===== src/rtl/axl_pkg.sv =====
package axl_pkg;

  typedef enum logic {
    KIND_READ  = 1'b0,
    KIND_WRITE = 1'b1
  } op_kind_e;

  // number of low address bits that must be zero for a full-word access
  function automatic int unsigned word_offset_bits(input int unsigned data_w);
    return (data_w == 64) ? 3 : 2;
  endfunction

endpackage


===== src/rtl/axl_req_fifo.sv =====
module axl_req_fifo #(
  parameter int WIDTH = 8,
  parameter int DEPTH = 8
) (
  input  logic             clk,
  input  logic             rst_n,
  input  logic             push,
  input  logic [WIDTH-1:0] din,
  input  logic             pop,
  output logic [WIDTH-1:0] dout,
  output logic             full,
  output logic             empty
);
  localparam int PTR_W = (DEPTH > 1) ? $clog2(DEPTH) : 1;
  localparam int CNT_W = $clog2(DEPTH + 1);

  logic [WIDTH-1:0] store [DEPTH];
  logic [PTR_W-1:0] wr_ptr, rd_ptr;
  logic [CNT_W-1:0] count;

  function automatic logic [PTR_W-1:0] bump(input logic [PTR_W-1:0] p);
    return (p == PTR_W'(DEPTH - 1)) ? '0 : p + PTR_W'(1);
  endfunction

  always_ff @(posedge clk) begin
    if (push) store[wr_ptr] <= din;
  end

  always_ff @(posedge clk) begin
    if (!rst_n) begin
      wr_ptr <= '0;
      rd_ptr <= '0;
      count  <= '0;
    end else begin
      if (push) wr_ptr <= bump(wr_ptr);
      if (pop)  rd_ptr <= bump(rd_ptr);
      case ({push, pop})
        2'b10:   count <= count + CNT_W'(1);
        2'b01:   count <= count - CNT_W'(1);
        default: count <= count;
      endcase
    end
  end

  assign dout  = store[rd_ptr];
  assign full  = (count == CNT_W'(DEPTH));
  assign empty = (count == '0);

  AST_POP_NONEMPTY: assert property (@(posedge clk) disable iff (!rst_n)
    pop |-> !empty) else $error("pop from empty queue");

endmodule


===== src/rtl/axl_rd_port.sv =====
module axl_rd_port #(
  parameter int ADDR_W = 32,
  parameter int DATA_W = 32
) (
  input  logic              clk,
  input  logic              rst_n,
  input  logic              start,
  input  logic [ADDR_W-1:0] start_addr,
  output logic              busy,
  output logic              done,
  output logic [DATA_W-1:0] done_data,
  output logic [1:0]        done_resp,
  output logic [ADDR_W-1:0] araddr,
  output logic              arvalid,
  input  logic              arready,
  input  logic [DATA_W-1:0] rdata,
  input  logic [1:0]        rresp,
  input  logic              rvalid
);
  // event wires for the checks
  logic ar_hs;
  assign ar_hs     = arvalid && arready;
  assign done      = busy && rvalid;
  assign done_data = rdata;
  assign done_resp = rresp;

  always_ff @(posedge clk) begin
    if (!rst_n) begin
      busy    <= 1'b0;
      arvalid <= 1'b0;
      araddr  <= '0;
    end else if (start) begin
      busy    <= 1'b1;
      arvalid <= 1'b1;
      araddr  <= start_addr;
    end else if (busy) begin
      if (ar_hs) arvalid <= 1'b0;
      if (done) begin
        busy    <= 1'b0;
        arvalid <= 1'b0;
      end
    end
  end

  AST_AR_HOLD: assert property (@(posedge clk) disable iff (!rst_n)
    arvalid && !arready && !rvalid |=> arvalid && $stable(araddr))
    else $error("read address dropped early");
  AST_AR_FALL: assert property (@(posedge clk) disable iff (!rst_n)
    ar_hs |=> !arvalid) else $error("read address valid after handshake");
  AST_RD_START_IDLE: assert property (@(posedge clk) disable iff (!rst_n)
    start |-> !busy) else $error("read started while busy");

endmodule


===== src/rtl/axl_wr_port.sv =====
module axl_wr_port #(
  parameter int ADDR_W = 32,
  parameter int DATA_W = 32
) (
  input  logic              clk,
  input  logic              rst_n,
  input  logic              start,
  input  logic [ADDR_W-1:0] start_addr,
  input  logic [DATA_W-1:0] start_data,
  output logic              busy,
  output logic              done,
  output logic [1:0]        done_resp,
  output logic [ADDR_W-1:0] awaddr,
  output logic              awvalid,
  input  logic              awready,
  output logic [DATA_W-1:0] wdata,
  output logic              wvalid,
  input  logic              wready,
  input  logic [1:0]        bresp,
  input  logic              bvalid
);
  logic aw_hs, w_hs;
  assign aw_hs     = awvalid && awready;
  assign w_hs      = wvalid && wready;
  assign done      = busy && bvalid;
  assign done_resp = bresp;

  always_ff @(posedge clk) begin
    if (!rst_n) begin
      busy    <= 1'b0;
      awvalid <= 1'b0;
      wvalid  <= 1'b0;
      awaddr  <= '0;
      wdata   <= '0;
    end else if (start) begin
      busy    <= 1'b1;
      awvalid <= 1'b1;
      wvalid  <= 1'b1;
      awaddr  <= start_addr;
      wdata   <= start_data;
    end else if (busy) begin
      if (aw_hs) awvalid <= 1'b0;
      if (w_hs)  wvalid  <= 1'b0;
      if (done) begin
        busy    <= 1'b0;
        awvalid <= 1'b0;
        wvalid  <= 1'b0;
      end
    end
  end

  AST_AW_HOLD: assert property (@(posedge clk) disable iff (!rst_n)
    awvalid && !awready && !bvalid |=> awvalid && $stable(awaddr))
    else $error("write address dropped early");
  AST_W_HOLD: assert property (@(posedge clk) disable iff (!rst_n)
    wvalid && !wready && !bvalid |=> wvalid && $stable(wdata))
    else $error("write data dropped early");
  AST_AW_W_TOGETHER: assert property (@(posedge clk) disable iff (!rst_n)
    $rose(awvalid) |-> $rose(wvalid)) else $error("write valids split");
  AST_WR_START_IDLE: assert property (@(posedge clk) disable iff (!rst_n)
    start |-> !busy) else $error("write started while busy");

endmodule


===== src/rtl/axl_serial_manager.sv =====
module axl_serial_manager
  import axl_pkg::*;
#(
  parameter int ADDR_W = 32,
  parameter int DATA_W = 32,
  parameter int ID_W   = 4,
  parameter int DEPTH  = 8
) (
  input  logic              clk,
  input  logic              rst_n,
  input  logic              cmd_valid,
  output logic              cmd_ready,
  input  logic              cmd_write,
  input  logic              cmd_posted,
  input  logic [ID_W-1:0]   cmd_id,
  input  logic [ADDR_W-1:0] cmd_addr,
  input  logic [DATA_W-1:0] cmd_wdata,
  output logic              cmd_misaligned,
  output logic              cpl_valid,
  output logic              cpl_write,
  output logic              cpl_posted,
  output logic [ID_W-1:0]   cpl_id,
  output logic [DATA_W-1:0] cpl_rdata,
  output logic [1:0]        cpl_resp,
  output logic [ADDR_W-1:0] m_araddr,
  output logic              m_arvalid,
  input  logic              m_arready,
  input  logic [DATA_W-1:0] m_rdata,
  input  logic [1:0]        m_rresp,
  input  logic              m_rvalid,
  output logic              m_rready,
  output logic [ADDR_W-1:0] m_awaddr,
  output logic              m_awvalid,
  input  logic              m_awready,
  output logic [DATA_W-1:0] m_wdata,
  output logic [DATA_W/8-1:0] m_wstrb,
  output logic              m_wvalid,
  input  logic              m_wready,
  input  logic [1:0]        m_bresp,
  input  logic              m_bvalid,
  output logic              m_bready
);
  localparam int STRB_W = DATA_W / 8;
  localparam int OFS_W  = int'(word_offset_bits(DATA_W));

  generate
    if (!(DATA_W == 32 || DATA_W == 64) || ADDR_W > 64 || ADDR_W <= OFS_W) begin : g_bad_cfg
      initial $fatal(1, "unsupported address or data width");
    end
  endgenerate

  typedef struct packed {
    logic              wr;
    logic              posted;
    logic [ID_W-1:0]   id;
    logic [ADDR_W-1:0] addr;
    logic [DATA_W-1:0] data;
  } entry_t;

  function automatic logic word_aligned(input logic [ADDR_W-1:0] a);
    return (a[OFS_W-1:0] == '0);
  endfunction

  // ---------------- intake ----------------
  logic   take, push_evt, drop_evt;
  logic   q_full, q_empty, q_pop;
  entry_t q_in, q_head;

  assign cmd_ready = !q_full;
  assign take      = cmd_valid && cmd_ready;
  assign push_evt  = take && word_aligned(cmd_addr);
  assign drop_evt  = take && !word_aligned(cmd_addr);
  assign q_in      = '{wr: cmd_write, posted: cmd_posted, id: cmd_id,
                       addr: cmd_addr, data: cmd_wdata};

  axl_req_fifo #(.WIDTH($bits(entry_t)), .DEPTH(DEPTH)) u_queue (
    .clk   (clk),
    .rst_n (rst_n),
    .push  (push_evt),
    .din   (q_in),
    .pop   (q_pop),
    .dout  (q_head),
    .full  (q_full),
    .empty (q_empty)
  );

  // ---------------- sequencing ----------------
  logic        rd_busy, wr_busy, rd_done, wr_done;
  logic        launch, start_rd, start_wr;
  logic [DATA_W-1:0] rd_data;
  logic [1:0]  rd_resp, wr_resp;
  logic [ID_W-1:0] cur_id;
  logic        cur_posted;
  op_kind_e    cur_kind;

  assign launch   = !rd_busy && !wr_busy && !q_empty;
  assign q_pop    = launch;
  assign start_rd = launch && !q_head.wr;
  assign start_wr = launch && q_head.wr;

  axl_rd_port #(.ADDR_W(ADDR_W), .DATA_W(DATA_W)) u_rd (
    .clk        (clk),
    .rst_n      (rst_n),
    .start      (start_rd),
    .start_addr (q_head.addr),
    .busy       (rd_busy),
    .done       (rd_done),
    .done_data  (rd_data),
    .done_resp  (rd_resp),
    .araddr     (m_araddr),
    .arvalid    (m_arvalid),
    .arready    (m_arready),
    .rdata      (m_rdata),
    .rresp      (m_rresp),
    .rvalid     (m_rvalid)
  );

  axl_wr_port #(.ADDR_W(ADDR_W), .DATA_W(DATA_W)) u_wr (
    .clk        (clk),
    .rst_n      (rst_n),
    .start      (start_wr),
    .start_addr (q_head.addr),
    .start_data (q_head.data),
    .busy       (wr_busy),
    .done       (wr_done),
    .done_resp  (wr_resp),
    .awaddr     (m_awaddr),
    .awvalid    (m_awvalid),
    .awready    (m_awready),
    .wdata      (m_wdata),
    .wvalid     (m_wvalid),
    .wready     (m_wready),
    .bresp      (m_bresp),
    .bvalid     (m_bvalid)
  );

  assign m_rready = 1'b1;
  assign m_bready = 1'b1;
  assign m_wstrb  = {STRB_W{1'b1}};

  // ---------------- completion and error ----------------
  always_ff @(posedge clk) begin
    if (!rst_n) begin
      cur_id         <= '0;
      cur_posted     <= 1'b0;
      cur_kind       <= KIND_READ;
      cmd_misaligned <= 1'b0;
      cpl_valid      <= 1'b0;
      cpl_write      <= 1'b0;
      cpl_posted     <= 1'b0;
      cpl_id         <= '0;
      cpl_rdata      <= '0;
      cpl_resp       <= '0;
    end else begin
      cmd_misaligned <= drop_evt;
      if (launch) begin
        cur_id     <= q_head.id;
        cur_posted <= q_head.posted;
        cur_kind   <= q_head.wr ? KIND_WRITE : KIND_READ;
      end
      cpl_valid <= rd_done || wr_done;
      if (rd_done || wr_done) begin
        cpl_id     <= cur_id;
        cpl_posted <= cur_posted;
        cpl_write  <= (cur_kind == KIND_WRITE);
        cpl_rdata  <= rd_done ? rd_data : '0;
        cpl_resp   <= rd_done ? rd_resp : wr_resp;
      end
    end
  end

  AST_ONE_IN_FLIGHT: assert property (@(posedge clk) disable iff (!rst_n)
    !(m_arvalid && (m_awvalid || m_wvalid))) else $error("two kinds in flight");
  AST_CPL_PULSE: assert property (@(posedge clk) disable iff (!rst_n)
    cpl_valid |=> !cpl_valid) else $error("completion longer than one cycle");
  AST_BUS_QUIET_AT_CPL: assert property (@(posedge clk) disable iff (!rst_n)
    cpl_valid |-> !m_arvalid && !m_awvalid && !m_wvalid)
    else $error("launch overlapped completion");
  AST_KIND_MATCH: assert property (@(posedge clk) disable iff (!rst_n)
    rd_done |-> cur_kind == KIND_READ) else $error("read done on write op");
  AST_DROP_PULSE: assert property (@(posedge clk) disable iff (!rst_n)
    cmd_misaligned |-> $past(cmd_valid && cmd_ready)) else $error("spurious drop pulse");

endmodule


===== config.mk =====
export PLATFORM = sky130hd
export DESIGN_NAME = axl_serial_manager
export DESIGN_NICKNAME = d
export VERILOG_FILES = /design/src/rtl/axl_pkg.sv /design/src/rtl/axl_req_fifo.sv /design/src/rtl/axl_rd_port.sv /design/src/rtl/axl_wr_port.sv /design/src/rtl/axl_serial_manager.sv
export SDC_FILE = /design/constraint.sdc
export NUM_CORES = 1
export LEC_CHECK = 0
export ABC_CLOCK_PERIOD_IN_PS = 21800
export BUFFER_PORTS_ARGS = -buffer_cell sky130_fd_sc_hd__buf_2
export CORE_MARGIN = 2
export CORE_UTILIZATION = 50
export CTS_CLUSTER_SIZE = 14
export DETAILED_ROUTE_END_ITERATION = 8
export PLACE_DENSITY = 0.69
export RECOVER_POWER = 25
export SYNTH_ARGS = -nofsm -noshare
export SYNTH_HDL_FRONTEND = slang
export SYNTH_SLANG_ARGS = --single-unit
export TNS_END_PERCENT = 10

===== constraint.sdc =====
create_clock -name clk -period 21.8 [get_ports clk]
set_input_delay 4.36 -clock clk [delete_from_list [all_inputs] [get_ports clk]]
set_output_delay 4.36 -clock clk [all_outputs]
set_load 0.02 [all_outputs]

=== Word level (Yosys, flattened, before mapping) ===
Memories as Yosys holds them, arrays and structs flattened. A register that Yosys moved wholly into a read port is not among the register bits.
Index checks and enable logic that the tools add are counted.

* $mul: 0
* Add/subtract/negate cells: 4
* Divide/modulo/power cells: 0
* Bitwise operators: 0
* Shift operators: 0
* Multiplexer cells: 28
* Reductions and logical operators: 30
* $lt $le $gt $ge: 0
* Equality and inequality tests: 5

{| class="wikitable"
|+ Operator list
! kind !! number
|-
| 32-bit two-way mux || 1
|-
| 1-bit two-way mux || 21
|-
| 1-bit logical AND || 12
|-
| 3-bit two-way mux || 4
|-
| 3-bit nonzero test || 3
|-
| 4-bit one-hot mux with 2 select lines || 1
|-
| 3-bit by 1-bit adder with 3-bit output, second input constant || 2
|-
| 3-bit equality test, second input constant || 2
|-
| 1-bit zero test || 6
|-
| 2-bit AND reduction || 3
|-
| 2-bit nonzero test || 3
|-
| 4-bit by 1-bit adder with 4-bit output, second input constant || 1
|-
| 4-bit equality test, second input constant || 1
|-
| 4-bit zero test || 1
|-
| 4-bit by 1-bit subtractor with 4-bit output, second input constant || 1
|-
| 2-bit by 1-bit equality test with 1-bit output, second input constant || 1
|-
| 2-bit equality test, second input constant || 1
|-
| 2-bit zero test || 1
|-
| 2-bit two-way mux || 1
|-
| 1-bit logical OR || 1
|}

* Memory bits (writable): 560
* Word-level logic and storage cells: 89
* Bits in latches: 0
* Flip-flop bits (word level): 159
* Bits in read-only memories: 0
* Bits of input ports: 114
* Memories: 1
* Output and inout bits: 148

{| class="wikitable"
|+ Memory list
! name !! words !! width !! rd ports !! clocked after memory_dff !! wr ports !! RTL line !! RTL
|-
| u_queue.store || 8 || 70 || 1 || 1 || 1 || axl_req_fifo.sv:17 || <nowiki>logic [WIDTH-1:0] store [DEPTH];</nowiki>
|}

=== Depth between registers and ports, before layout ===
* Word-level depth: 6
* Depth in mapped cells: 13
* Gate-level depth less buffers: 10

=== Modules after synthesis ===
A second synthesis with hierarchy kept.

* Cell total of the unflattened synthesis: 1475
* Area total of the unflattened synthesis: 27886.7 um^2

{| class="wikitable"
|+ By module, submodules not included
! module !! times used !! area an instance (um^2) !! cells each
|-
| axl_req_fifo || 1 || 21688.3 || 884
|-
| axl_wr_port || 1 || 2567.5 || 222
|-
| axl_serial_manager || 1 || 2050.7 || 223
|-
| axl_rd_port || 1 || 1580.3 || 146
|}

=== Worst setup path before layout ===
Ideal clock, no wire load.

* Path type: in2reg
* Start point: input cmd_addr[1]
* End point: memory u_queue.store[0][0] (netlist name), enable pin
* Cell stages on the path: 3
* Path buffers: 0
* Arrival: 11420 ps
* Data required time: 21128 ps
* Setup slack: 9709 ps
* Cell sequence: nor2_1 > nand3_2 > nor4_1

* Word-level cells in the longest chain between the ends: 4

{| class="wikitable"
|+ RTL lines
! element !! RTL line !! RTL
|-
| start: declaration || axl_serial_manager.sv:16 || <nowiki>input logic [ADDR_W-1:0] cmd_addr,</nowiki>
|-
| 2-bit zero test || axl_serial_manager.sv:61 || <nowiki>return (a[OFS_W-1:0] == '0);</nowiki>
|-
| 1-bit logical AND || axl_serial_manager.sv:71 || <nowiki>assign push_evt = take && word_aligned(cmd_addr);</nowiki>
|-
| 1-bit two-way mux || axl_req_fifo.sv:26 || <nowiki>if (push) store[wr_ptr] <= din;</nowiki>
|-
| 1-bit two-way mux (not written as such) || axl_req_fifo.sv:26 ||
|-
| end: declaration || axl_req_fifo.sv:17 ||
|}

Every way passes these cells.

=== Worst setup path in the final report ===
* Start point: input cmd_addr[0]
* End point: memory u_queue.store[2][8] (netlist name), enable pin

Same word-level chain as after synthesis.

==> summary.txt <==
Pwr
  – Max VDD drop: slightly above 0.09 mV
  – Leakage: 10.7 nW
  – PwrDens: 119 nW/um^2

STA
  – Clock Skew: 0.0214 ns
  – Min Tclk post-route: 6.83 ns
  – Final setup vio count: 0
  – Worst slew margin: 0.106
  – Hold_ws: between 0.4 and 0.5 ns
  – Unrepaired setup endpoints after global routing: no
  – Setup TNS: 0 ns
  – Fmax: ~150 MHz
  – Hold Fails Final Rpt: 0
  – Max Slew Vio Count: 0
  – Worst-Margin Slew: 1.34 ns
  – Fin crit share: 0.313

GRT
  – GRT Overall Usage: 0.206
  – Initial antenna violation count: 8
  – Global route hottest layer: met2
  – Vias in the first global route: around 15,000
  – First-pass GRT wire length: 86,900 microns
  – Largest net degree at the start of global routing: between 70 and 80
  – Met1 usage: 0.271
  – M3 GR Usage: 0.0461
  – Met2 GRT Util: 0.350
  – Total grt overflow: 0

Clocking
  – Total CTS buffers: 74
  – CTS tree: built
  – Root buffer cell: clkbuf_16
  – Postcts setup bufs: 0
  – Clock transition at path regs: roughly 0.060 ns
  – CTS Sinks: around 720
  – Bufs on Longest Clock Path: 3
  – Clk Latency, worst-skew pair: between 0.6 and 0.7 ns
  – Count of cells resized by post-cts repair: 0
  – H-tree depth: 3
  – Post-CTS Hold Buffers: 0

Run status
  – Status: finished clean

Detailed routing
  – DRC violation count after routing: 0
  – DR WL/cell: 22.8 microns
  – Via/cell ratio: 5.65
  – DRT Pass-1 Iters: 5
  – Via count: ~14,000
  – DRT iter0 DRCs: 998
  – Antenna viol nets, final: 0
  – WL final: 56,800 microns

Die
  – Die area: 55,600 sq um
  – Die height: 236 microns
  – Core area: roughly 53,000 sq um
  – Starting Density: 0.508
  – Die width: 236 microns
  – I/O pin cnt: 262
  – Row Count: 84

Final layout
  – Nets: 1,865
  – Layout cells sized above 1: 0.253
  – Synth-to-Final Area Change: 15.7%
  – Final core utilization: 0.588

Setup path
  – Crit-path cells: buf_2 > nor2_1 > nand3_2 > nor3_2 > buf_4
  – CP arrival: around 7.0 ns
  – Critical path startpoint: cmd_addr[0]
  – Worst path max stage delay: 0.96 ns
  – CP startpoint kind: primary input
  – WS Path Type: primary input to flip-flop
  – Max FO, Critical Path: 59
  – CP bufs+invs: 2
  – Worst path top cell family by delay: simple AND/OR/NAND/NOR gates
  – Crit path max-delay cell type: buf_4
  – Req. time, crit path: 22.01 ns
  – CP Capture Type: flip-flop

Synthesis
  – Mapped Area: 26,900 sq um
  – Synth cell types: 40
  – Mean area per synthesized cell: 18.1 sq um
  – Synthesized instance count: approximately 1,500
  – Yosys warning total: 0
  – FF+latch count, synth: 722
  – Sequential share of the synthesized area: 0.746

Run
  – Max-cap violations: 0

Place
  – I/O Buffers: ~260
  – Placer Congestion: 0.765
  – Hpwl dp: 31,800 microns

Worst hold path
  – Hold Path Class: flip-flop to flip-flop
  – Min-delay src: cpl_posted$_SDFFE_PN0P_
## path summary, 6_finish.rpt
check | endpoint | slack, ns | depth (start not counted)
worst max register to register | u_wr.wdata[6]$_SDFFE_PN0P_ | 18.18 | 6
worst min-delay path | cpl_posted$_SDFFE_PN0P_ | 0.45 | 2
worst min register to register | cpl_posted$_SDFFE_PN0P_ | 0.45 | 2
worst max-delay path | u_queue.store[2][8]$_DFFE_PP_ | 14.97 | 5
## worst register-to-register path: stages (launching register included)
cell and delay, ns:
dfxtp_4 0.81, buf_4 0.60, mux2i_1 0.26, nand3b_1 0.19, nand4_4 0.59, buf_4 0.77
mux2i_1 0.32
## layout make-up
| class | count | area, sq um |
|---|---|---|
| fillers | 3927 | 21800 |
| clock buffers | 102 | 2010 |
| flip-flops and latches | 722 | 20100 |
| multi-input cells | 664 | 6370 |
| clock inverters | 34 | 357 |
| diodes | 2 | 5.00 |
| repair buffers | 280 | 1400 |
| inverters | 2 | 8.76 |
| well taps | 688 | 861 |
## cell usage in the layout, fill, tap and decap left out, drive strengths merged, types with 3 or more instances in the layout
cell / Yosys / final
mux4: 106 / 106
a22oi: 97 / 97
edfxtp: 560 / 560
xor2: 3 / 3
or3: 4 / 4
nand2b: 4 / 4
o21ai: 12 / 12
inv: 1 / 6
ha: 7 / 7
o211ai: 32 / 32
dfxtp: 162 / 162
and2: 4 / 4
nor3: 5 / 5
conb: 1 / 6
nor2b: 4 / 4
clkbuf: 51 / 155
nor2: 45 / 45
bufinv: 0 / 6
clkinv: 1 / 22
nand2: 120 / 120
mux2i: 174 / 174
buf: 51 / 227
a21oi: 23 / 23
## metrics by stage
step                      total power, W  cell area, sq um  setup WS (ns)  cells
after floorplan                  0.00229             26900           9.71   1490
after global placement           0.00250             28800          14.31   2356
after detailed placement         0.00252             28800          14.29   2356
after CTS                        0.00375             31100          14.94   2492
after global routing             0.00387             31100          14.80   2493
final                            0.00371             31100          14.97   2494
## synthesized netlist by cell type, drive strengths merged
library cell | count | area [sq um]
a211oi | 2 | 15.0
a21o | 1 | 7.51
a21oi | 23 | 115
a22oi | 97 | 728
a31oi | 1 | 6.26
and2 | 4 | 25.0
and3b | 1 | 8.76
buf | 51 | 333
clkbuf | 51 | 191
clkinv | 1 | 5.00
conb | 1 | 3.75
dfxtp | 162 | 3240
edfxtp | 560 | 16800
ha | 7 | 87.6
inv | 1 | 3.75
mux2i | 174 | 1740
mux4 | 106 | 2390
nand2 | 120 | 450
nand2b | 4 | 25.0
nand3 | 2 | 15.0
nand3b | 2 | 15.0
nand4 | 2 | 27.5
nor2 | 45 | 169
nor2b | 4 | 25.0
nor3 | 5 | 25.0
nor3b | 1 | 7.51
nor4 | 2 | 12.5
o211ai | 32 | 240
o21a | 2 | 15.0
o21ai | 12 | 60.1
or3 | 4 | 25.0
or3b | 1 | 8.76
or4b | 1 | 10.0
xor2 | 3 | 26.3
## per-layer routing
metal	up-vias	share of wire
met5	-	0.0012
met4	12	0.017
met3	103	0.057
met2	353	0.50
met1	7267	0.42
li1	6368	-
## state kept, by name, indices dropped and copies added, names as in the netlist, 2 cells and up, named ones only
register and cells:
u_queue.count 4, u_queue.wr_ptr 3, u_queue.store 560, cpl_rdata 32
u_rd.araddr 32, u_wr.wdata 32, cpl_resp 2, cpl_id 4
cur_id 4, u_wr.awaddr 32, u_queue.rd_ptr 3
## power breakdown
part / switching [W] / internal [W]
clock: 0.000507 / 0.000721
combinational: 0.000462 / 0.000331
sequential: 0.0000969 / 0.00159
## cell families after synthesis
group | Yosys count | share of synthesized area
AOI/OAI and AO/OA | 170 | 0.0442
xor gates and xnor gates | 3 | 0.000978
adders and majority gates | 7 | 0.00326
buffers and inverters | 104 | 0.0198
DFF | 722 | 0.746
muxes | 280 | 0.154
other | 1 | 0.000140
and+or+nand+nor | 198 | 0.0316
No activity file was read; power rests on OpenSTA's default activity.
